<file path="src/rtl/arb_pkg.sv">
package arb_pkg;
  typedef enum logic [1:0] {
    BK_SINGLE = 2'd0,
    BK_FIX4   = 2'd1,
    BK_FIX8   = 2'd2,
    BK_OPEN   = 2'd3
  } burst_kind_e;

  typedef enum logic [1:0] {
    DP_NONE     = 2'd0,
    DP_LAST     = 2'd1,
    DP_FIXED    = 2'd2,
    DP_NONE_ALT = 2'd3
  } dflt_pol_e;

  localparam int unsigned BK_W = 2;
endpackage

</file>
<file path="src/rtl/arb_prio_pick.sv">
module arb_prio_pick #(
  parameter int unsigned N_MST  = 6,
  parameter int unsigned PRIO_W = 2,
  localparam int unsigned IDX_W = $clog2(N_MST)
) (
  input  logic [N_MST-1:0]        req_i,
  input  logic [N_MST*PRIO_W-1:0] prio_i,
  output logic                    found_o,
  output logic [IDX_W-1:0]        idx_o
);
  logic [PRIO_W-1:0] best;

  always_comb begin
    found_o = 1'b0;
    idx_o   = '0;
    best    = '0;
    for (int i = 0; i < N_MST; i++) begin
      // strict compare: earlier (lower) index keeps ties
      if (req_i[i] && (!found_o || prio_i[i*PRIO_W +: PRIO_W] > best)) begin
        found_o = 1'b1;
        idx_o   = IDX_W'(i);
        best    = prio_i[i*PRIO_W +: PRIO_W];
      end
    end
  end
endmodule

</file>
<file path="src/rtl/arb_rr_pick.sv">
module arb_rr_pick #(
  parameter int unsigned N_MST = 6,
  localparam int unsigned IDX_W = $clog2(N_MST)
) (
  input  logic [N_MST-1:0] req_i,
  input  logic [IDX_W-1:0] last_i,
  output logic             found_o,
  output logic [IDX_W-1:0] idx_o
);
  int cand;

  always_comb begin
    found_o = 1'b0;
    idx_o   = '0;
    cand    = 0;
    for (int k = 1; k <= N_MST; k++) begin
      cand = int'(last_i) + k;
      if (cand >= N_MST) cand = cand - N_MST;
      if (!found_o && req_i[cand]) begin
        found_o = 1'b1;
        idx_o   = IDX_W'(cand);
      end
    end
  end
endmodule

</file>
<file path="src/rtl/arb_tenure.sv">
module arb_tenure
  import arb_pkg::*;
#(
  parameter int unsigned SLOT_W = 8
) (
  input  logic              clk,
  input  logic              rst_n,
  input  logic              start_i,
  input  burst_kind_e       kind_i,
  input  logic              owner_req_i,
  input  logic              ready_i,
  input  logic [SLOT_W-1:0] limit_i,
  output logic              burst_last_o,
  output logic              slot_exp_o
);
  localparam int unsigned BEAT_W = 3;

  burst_kind_e       kind_q;
  logic [BEAT_W-1:0] beat_q;
  logic [SLOT_W-1:0] slot_q;

  always_comb begin
    unique case (kind_q)
      BK_SINGLE: burst_last_o = 1'b1;
      BK_FIX4:   burst_last_o = (beat_q == BEAT_W'(3));
      BK_FIX8:   burst_last_o = (beat_q == BEAT_W'(7));
      default:   burst_last_o = 1'b0;
    endcase
  end

  assign slot_exp_o = (limit_i != '0) && (slot_q >= (limit_i - SLOT_W'(1)));

  always_ff @(posedge clk or negedge rst_n) begin
    if (!rst_n) begin
      kind_q <= BK_SINGLE;
      beat_q <= '0;
      slot_q <= '0;
    end else if (start_i) begin
      kind_q <= kind_i;
      beat_q <= '0;
      slot_q <= '0;
    end else if (owner_req_i) begin
      if (slot_q != '1) slot_q <= slot_q + SLOT_W'(1);
      if (ready_i)      beat_q <= beat_q + BEAT_W'(1);
    end
  end
endmodule

</file>
<file path="src/rtl/shared_bus_arbiter.sv">
module shared_bus_arbiter
  import arb_pkg::*;
#(
  parameter int unsigned N_MST  = 6,
  parameter int unsigned PRIO_W = 2,
  parameter int unsigned SLOT_W = 8,
  localparam int unsigned IDX_W = $clog2(N_MST)
) (
  input  logic                    clk,
  input  logic                    rst_n,
  input  logic                    cfg_rr_mode_i,
  input  logic [N_MST*PRIO_W-1:0] cfg_prio_i,
  input  logic [1:0]              cfg_dflt_pol_i,
  input  logic [IDX_W-1:0]        cfg_dflt_idx_i,
  input  logic [SLOT_W-1:0]       cfg_slot_lim_i,
  input  logic [N_MST-1:0]        req_i,
  input  logic [N_MST*BK_W-1:0]   burst_i,
  input  logic                    ready_i,
  output logic [N_MST-1:0]        gnt_o,
  output logic [IDX_W-1:0]        gnt_idx_o
);
  logic             gnt_vld_q, live_q;
  logic [IDX_W-1:0] gnt_idx_q, rr_last_q;

  logic             fx_found, rr_found;
  logic [IDX_W-1:0] fx_idx, rr_idx, win_idx;
  logic             owner_req, keep, any_req;
  logic             burst_last, slot_exp;
  logic             nxt_vld, nxt_live, start, upd_last;
  logic [IDX_W-1:0] nxt_idx;
  burst_kind_e      nxt_kind;

  arb_prio_pick #(.N_MST(N_MST), .PRIO_W(PRIO_W)) u_fx (
    .req_i(req_i), .prio_i(cfg_prio_i), .found_o(fx_found), .idx_o(fx_idx)
  );

  arb_rr_pick #(.N_MST(N_MST)) u_rr (
    .req_i(req_i), .last_i(rr_last_q), .found_o(rr_found), .idx_o(rr_idx)
  );

  arb_tenure #(.SLOT_W(SLOT_W)) u_ten (
    .clk(clk), .rst_n(rst_n), .start_i(start), .kind_i(nxt_kind),
    .owner_req_i(owner_req), .ready_i(ready_i), .limit_i(cfg_slot_lim_i),
    .burst_last_o(burst_last), .slot_exp_o(slot_exp)
  );

  assign any_req   = |req_i;
  assign win_idx   = cfg_rr_mode_i ? rr_idx : fx_idx;
  assign owner_req = gnt_vld_q && live_q && req_i[gnt_idx_q];
  assign keep      = owner_req && !(ready_i && (burst_last || slot_exp));

  always_comb begin
    nxt_vld  = 1'b0;
    nxt_live = 1'b0;
    nxt_idx  = '0;
    start    = 1'b1;
    upd_last = 1'b0;
    nxt_kind = BK_SINGLE;
    if (keep) begin
      nxt_vld  = 1'b1;
      nxt_live = 1'b1;
      nxt_idx  = gnt_idx_q;
      start    = 1'b0;
    end else if (any_req && (fx_found || rr_found)) begin
      nxt_vld  = 1'b1;
      nxt_live = 1'b1;
      nxt_idx  = win_idx;
      upd_last = 1'b1;
      nxt_kind = burst_kind_e'(burst_i[win_idx*BK_W +: BK_W]);
    end else begin
      unique case (dflt_pol_e'(cfg_dflt_pol_i))
        DP_LAST: begin
          nxt_vld = 1'b1;
          nxt_idx = rr_last_q;
        end
        DP_FIXED: begin
          if (int'(cfg_dflt_idx_i) < N_MST) begin
            nxt_vld = 1'b1;
            nxt_idx = cfg_dflt_idx_i;
          end
        end
        default: nxt_vld = 1'b0;
      endcase
    end
  end

  always_ff @(posedge clk or negedge rst_n) begin
    if (!rst_n) begin
      gnt_vld_q <= 1'b0;
      live_q    <= 1'b0;
      gnt_idx_q <= '0;
      rr_last_q <= IDX_W'(N_MST - 1);
    end else begin
      gnt_vld_q <= nxt_vld;
      live_q    <= nxt_live;
      gnt_idx_q <= nxt_idx;
      if (upd_last) rr_last_q <= nxt_idx;
    end
  end

  for (genvar g = 0; g < N_MST; g++) begin : g_gnt
    assign gnt_o[g] = gnt_vld_q && (gnt_idx_q == IDX_W'(g));
  end

  assign gnt_idx_o = gnt_idx_q;
endmodule

</file>
<file path="config.mk">
export PLATFORM = sky130hd
export DESIGN_NAME = shared_bus_arbiter
export DESIGN_NICKNAME = d
export VERILOG_FILES = /design/src/rtl/arb_pkg.sv /design/src/rtl/arb_prio_pick.sv /design/src/rtl/arb_rr_pick.sv /design/src/rtl/arb_tenure.sv /design/src/rtl/shared_bus_arbiter.sv
export SDC_FILE = /design/constraint.sdc
export NUM_CORES = 1
export LEC_CHECK = 0
export ABC_AREA = 1
export BUFFER_PORTS_ARGS = -buffer_cell sky130_fd_sc_hd__buf_2
export CAP_MARGIN = 30
export CORE_UTILIZATION = 53
export CTS_BUF_LIST = sky130_fd_sc_hd__clkbuf_2 sky130_fd_sc_hd__clkbuf_4 sky130_fd_sc_hd__clkbuf_8
export DETAILED_ROUTE_END_ITERATION = 8
export PLACE_DENSITY = 0.87
export SYNTH_ARGS = -nofsm -noshare
export SYNTH_HDL_FRONTEND = slang
export SYNTH_SLANG_ARGS = --single-unit
</file>
<file path="constraint.sdc">
create_clock -name clk -period 2.6 [get_ports clk]
set_input_delay 0.13 -clock clk [delete_from_list [all_inputs] [get_ports clk]]
set_output_delay 0.13 -clock clk [all_outputs]
set_load 0.03 [all_outputs]
</file>
==> summary.md <==
| Metric | Value |
|---|---|
| Final WL | `10,300 µm` |
| Pins over their slew limit | `0` |
| CTS Buf Count | `3` |
| # setup viols final | `8` |
| Final nets | `671` |
| Top Ports | `56` |
| Synth Flop Type | `dfrtp_1` |
| Clk_lat worst skew | `270 ps` |
| Setup crit end kind | `flip-flop` |
| Routed WL per cell | `15.63 µm` |
| Crit path DAT | `5510 ps` |
| Die Wd | `75.91 µm` |
| 1st-pass router iterations | `6` |
| Initial core utilization | `0.5597` |
| Die ar. | `5762 µm²` |
| Static leakage | `2.264 nW` |
| Fmax | `186.8 MHz` |
| Yosys top cell by area | `dfrtp_1` |
| I/O Buffers | `55` |
| Fin crit period | `5353 ps` |
| Clock Tree Buf Depth | `2` |
| Critical path class | `input pin to flip-flop` |
| Die Height | `75.91 µm` |
| Post-Syn Area | `2895 µm²` |
| Fraction of registers with async set/reset | `1.000` |
| DRT antenna net count | `0` |
| Detailed-route DRC error count | `0` |
| Area share of the largest cell type after synthesis | `0.1642` |
| Crit start category | `input pin` |
| Top cell by count, worst path | `nand2_2` |
| Worst hold stages | `5` |
| Worst r2r dst | `u_ten.kind_q[0]$_DFFE_PN0N_` |
| Maxcap violations | `0` |
| GRT Resource Usage Total | `0.3126` |
| Hold EP | `u_ten.kind_q[1]$_DFFE_PN0N_` |
| Fill count | `337` |
| Final core utilization | `0.7985` |
| Synth Area in Simple Gates | `0.3777` |
| Hpwl dp | `6819 µm` |
| Synth Area in Adders | `0.1469` |
| Library cells used by synthesis | `41` |
| Sink Count | `21` |
| Top cells by area, synth | `dfrtp_1 (16%), nand2_1 (16%), ha_1 (15%), inv_1 (8.8%), nand3_1 (7.6%)` |
| Area after DPL | `3779 µm²` |
| Number of synthesized flops with an enable pin | `0` |
| Combinational family with the most area after synthesis | `simple AND/OR/NAND/NOR gates` |
| Relative slew slack | `0.6829` |
| Share of cells above drive strength 1 | `0.3616` |
| Post-route cell area | `4130 µm²` |
| Synthesis-stage register bit count | `21` |
| Flop-to-flop setup slack | `-800 ps` |
| Final Wtd Congestion | `0.8688` |
| 1st-iter DRT viols | `433` |
| Row cnt | `26` |
| Synth warnings | `0` |
| Final WS setup | `-2753 ps` |
| Clock skew | `3.216 ps` |
| Final hold vios | `0` |
| Synth Net Count | `538` |
| Crit Path Max Fanout | `5` |
| Worst path buffer plus inverter count | `5` |
| Pwr dens | `1396 nW/µm²` |
| Vias in the first global route | `3,419` |
| CP max-delay cell | `ha_1` |
| Vias per cell | `5.806` |
| CORE AREA | `5172 µm²` |
| Required @ worst endpoint | `2760 ps` |
| Clock-pin slew on the worst setup and hold paths | `80 ps` |
| R2R Path Start | `rr_last_q[0]$_DFFE_PN1P_` |
| Antenna Cells | `0` |
| H-tree depth | `1` |
| Worst stage delay on the critical path | `310 ps` |
| Post-Syn Area per Cell | `6.335 µm²` |
| GRT Residual Overflow | `0` |
| First-pass GRT wire length | `14,900 µm` |
| Max VDD drop | `0.8620 mV` |
| Final TNS setup | `-19,580 ps` |
| CTS tree | `done` |
| Synth Area in Compound Gates | `0.1452` |
| Status | `finished with violations` |
| Tightest Pin Transition | `475.6 ps` |
| Sequential area share after synthesis | `0.1824` |
| Tcrit/Tclk final | `2.059` |
| RSZ-0062 raised after global routing | `yes` |
| Area growth, synth to finish | `42.65%` |
| Failing checks | `setup timing` |
| Clk root buf | `clkbuf_8` |
| Initial antenna violation count | `0` |
| Via Count | `3,826` |
| Worst min-delay path class | `input pin to flip-flop` |
| Cells after Synth | `457` |
| Reg2Reg Depth | `23` |
| Mux cell area share after synthesis | `0` |
| Largest net degree at the start of global routing | `22` |
| CP delay by family, top | `simple AND/OR/NAND/NOR gates` |
| Synth Area in XOR/XNOR | `0.04235` |
| Worst Hold Launch | `burst_i[9]` |
## placed cells by master, fill, tap and decap left out, types with 4 or more instances in the layout
master	instances
nand3_1	38
inv_2	11
o21ai_2	5
nor2_1	32
nand4_1	6
inv_1	62
nand2_1	105
o211ai_1	4
nor3_1	5
buf_4	76
buf_2	52
xor2_1	10
a21oi_1	12
nand3_2	8
nand2_4	8
o21ai_0	14
ha_1	31
dfrtp_1	19
o21ai_1	19
xnor2_1	4
nand2_2	21
## logic make-up (layout without fill, tap and decap cells)
logic type | count (synthesis) | count (layout)
xor gates and xnor gates | 14 | 14
AOI/OAI and AO/OA | 71 | 71
buffers and inverters | 78 | 210
DFF | 21 | 21
adders and majority gates | 34 | 34
and+or+nand+nor | 239 | 239
## layout make-up
| cell class | count | area (µm²) | area share |
|---|---|---|---|
| Inverter | 74 | 277.8 | 0.06725 |
| Multi-Input combinational cell | 358 | 2301 | 0.5571 |
| Sequential cell | 21 | 528.0 | 0.1278 |
| Clock buffer | 4 | 48.80 | 0.01181 |
| Timing Repair Buffer | 132 | 887.1 | 0.2148 |
| Tap cell | 70 | 87.58 | 0.02121 |
## synth_stat cells, types with 3 or more instances
master    count
nand3_2       4
ha_1         34
o22ai_1       3
dfrtp_1      19
nand2_2       8
o211ai_1      4
inv_2         5
xnor2_1       4
o21ai_0      26
nand3_1      44
or2_2         3
o21ai_1      12
a21oi_1      13
nand4_1       6
nor3_1        5
nor2_1       36
nand2_1     125
xor2_1       10
o31ai_1       3
inv_1        68
## power by group
part / total, mW / switching (mW) / internal (mW)
combinational: 4.99 / 3.06 / 1.93
sequential: 0.547 / 0.0983 / 0.449
clock: 0.231 / 0.111 / 0.120
## worst max-delay path by stage
stage	endpoint	slack, ps	start	cells after the start
global placement	u_ten.kind_q[0]$_DFFE_PN0N_	-2380	req_i[0]	49
CTS	u_ten.kind_q[0]$_DFFE_PN0N_	-2230	req_i[0]	49
detailed placement	u_ten.kind_q[0]$_DFFE_PN0N_	-2780	req_i[0]	49
floorplan	u_ten.kind_q[0]$_DFFE_PN0N_	-2160	cfg_prio_i[1]	49
finish	u_ten.kind_q[0]$_DFFE_PN0N_	-2750	req_i[0]	50
global route	u_ten.kind_q[0]$_DFFE_PN0N_	-3050	req_i[0]	50
## worst register-to-register path: stages, from the launching register on
cell	delay (ps)
dfstp_2	560
inv_1	60
ha_1	330
inv_2	70
nand2_2	80
nand2_1	70
nand2_1	60
nand2_1	70
xnor2_1	320
inv_1	140
nand2_1	80
nand2_1	100
inv_2	70
nand4_2	190
nand2_1	210
nand2_2	90
nand2_4	150
nand2_4	100
nand2_1	120
nand3_2	100
nand2_1	110
nand2_1	70
nand2_1	70
nand2_1	60
## repair_timing
action	CTS	global route
hold endpoints to repair	19	0
gates cloned	0	0
hold buffers	1	0
gates resized for setup	23	29
setup endpoints to repair	8	11
pin swaps	23	23
setup buffers	9	6
## per-layer routing
layer  track usage  routed length [µm]
met5             0                   0
met4        0.1000                 553
met3       0.03735                 905
met2        0.5591                4858
met1        0.3895                3983
## metrics by stage
stage	hold slack (ps)	setup slack, ps	power (mW)	instances
global placement	103.2	-2382	4.674	640
global route	255.3	-3052	6.210	659
finish	227.3	-2753	5.765	659
CTS	188.7	-2228	5.186	653
floorplan	-165.6	-2161	3.341	457
detailed placement	110.7	-2785	4.837	640
## registers in the layout, summed over array words and instances (netlist names)
signal,cells
live_q,1
gnt_idx_o,3
u_ten.beat_q,3
rr_last_q,3
u_ten.slot_q,8
gnt_vld_q,1
u_ten.kind_q,2
No activity file was read; power rests on OpenSTA's default activity.
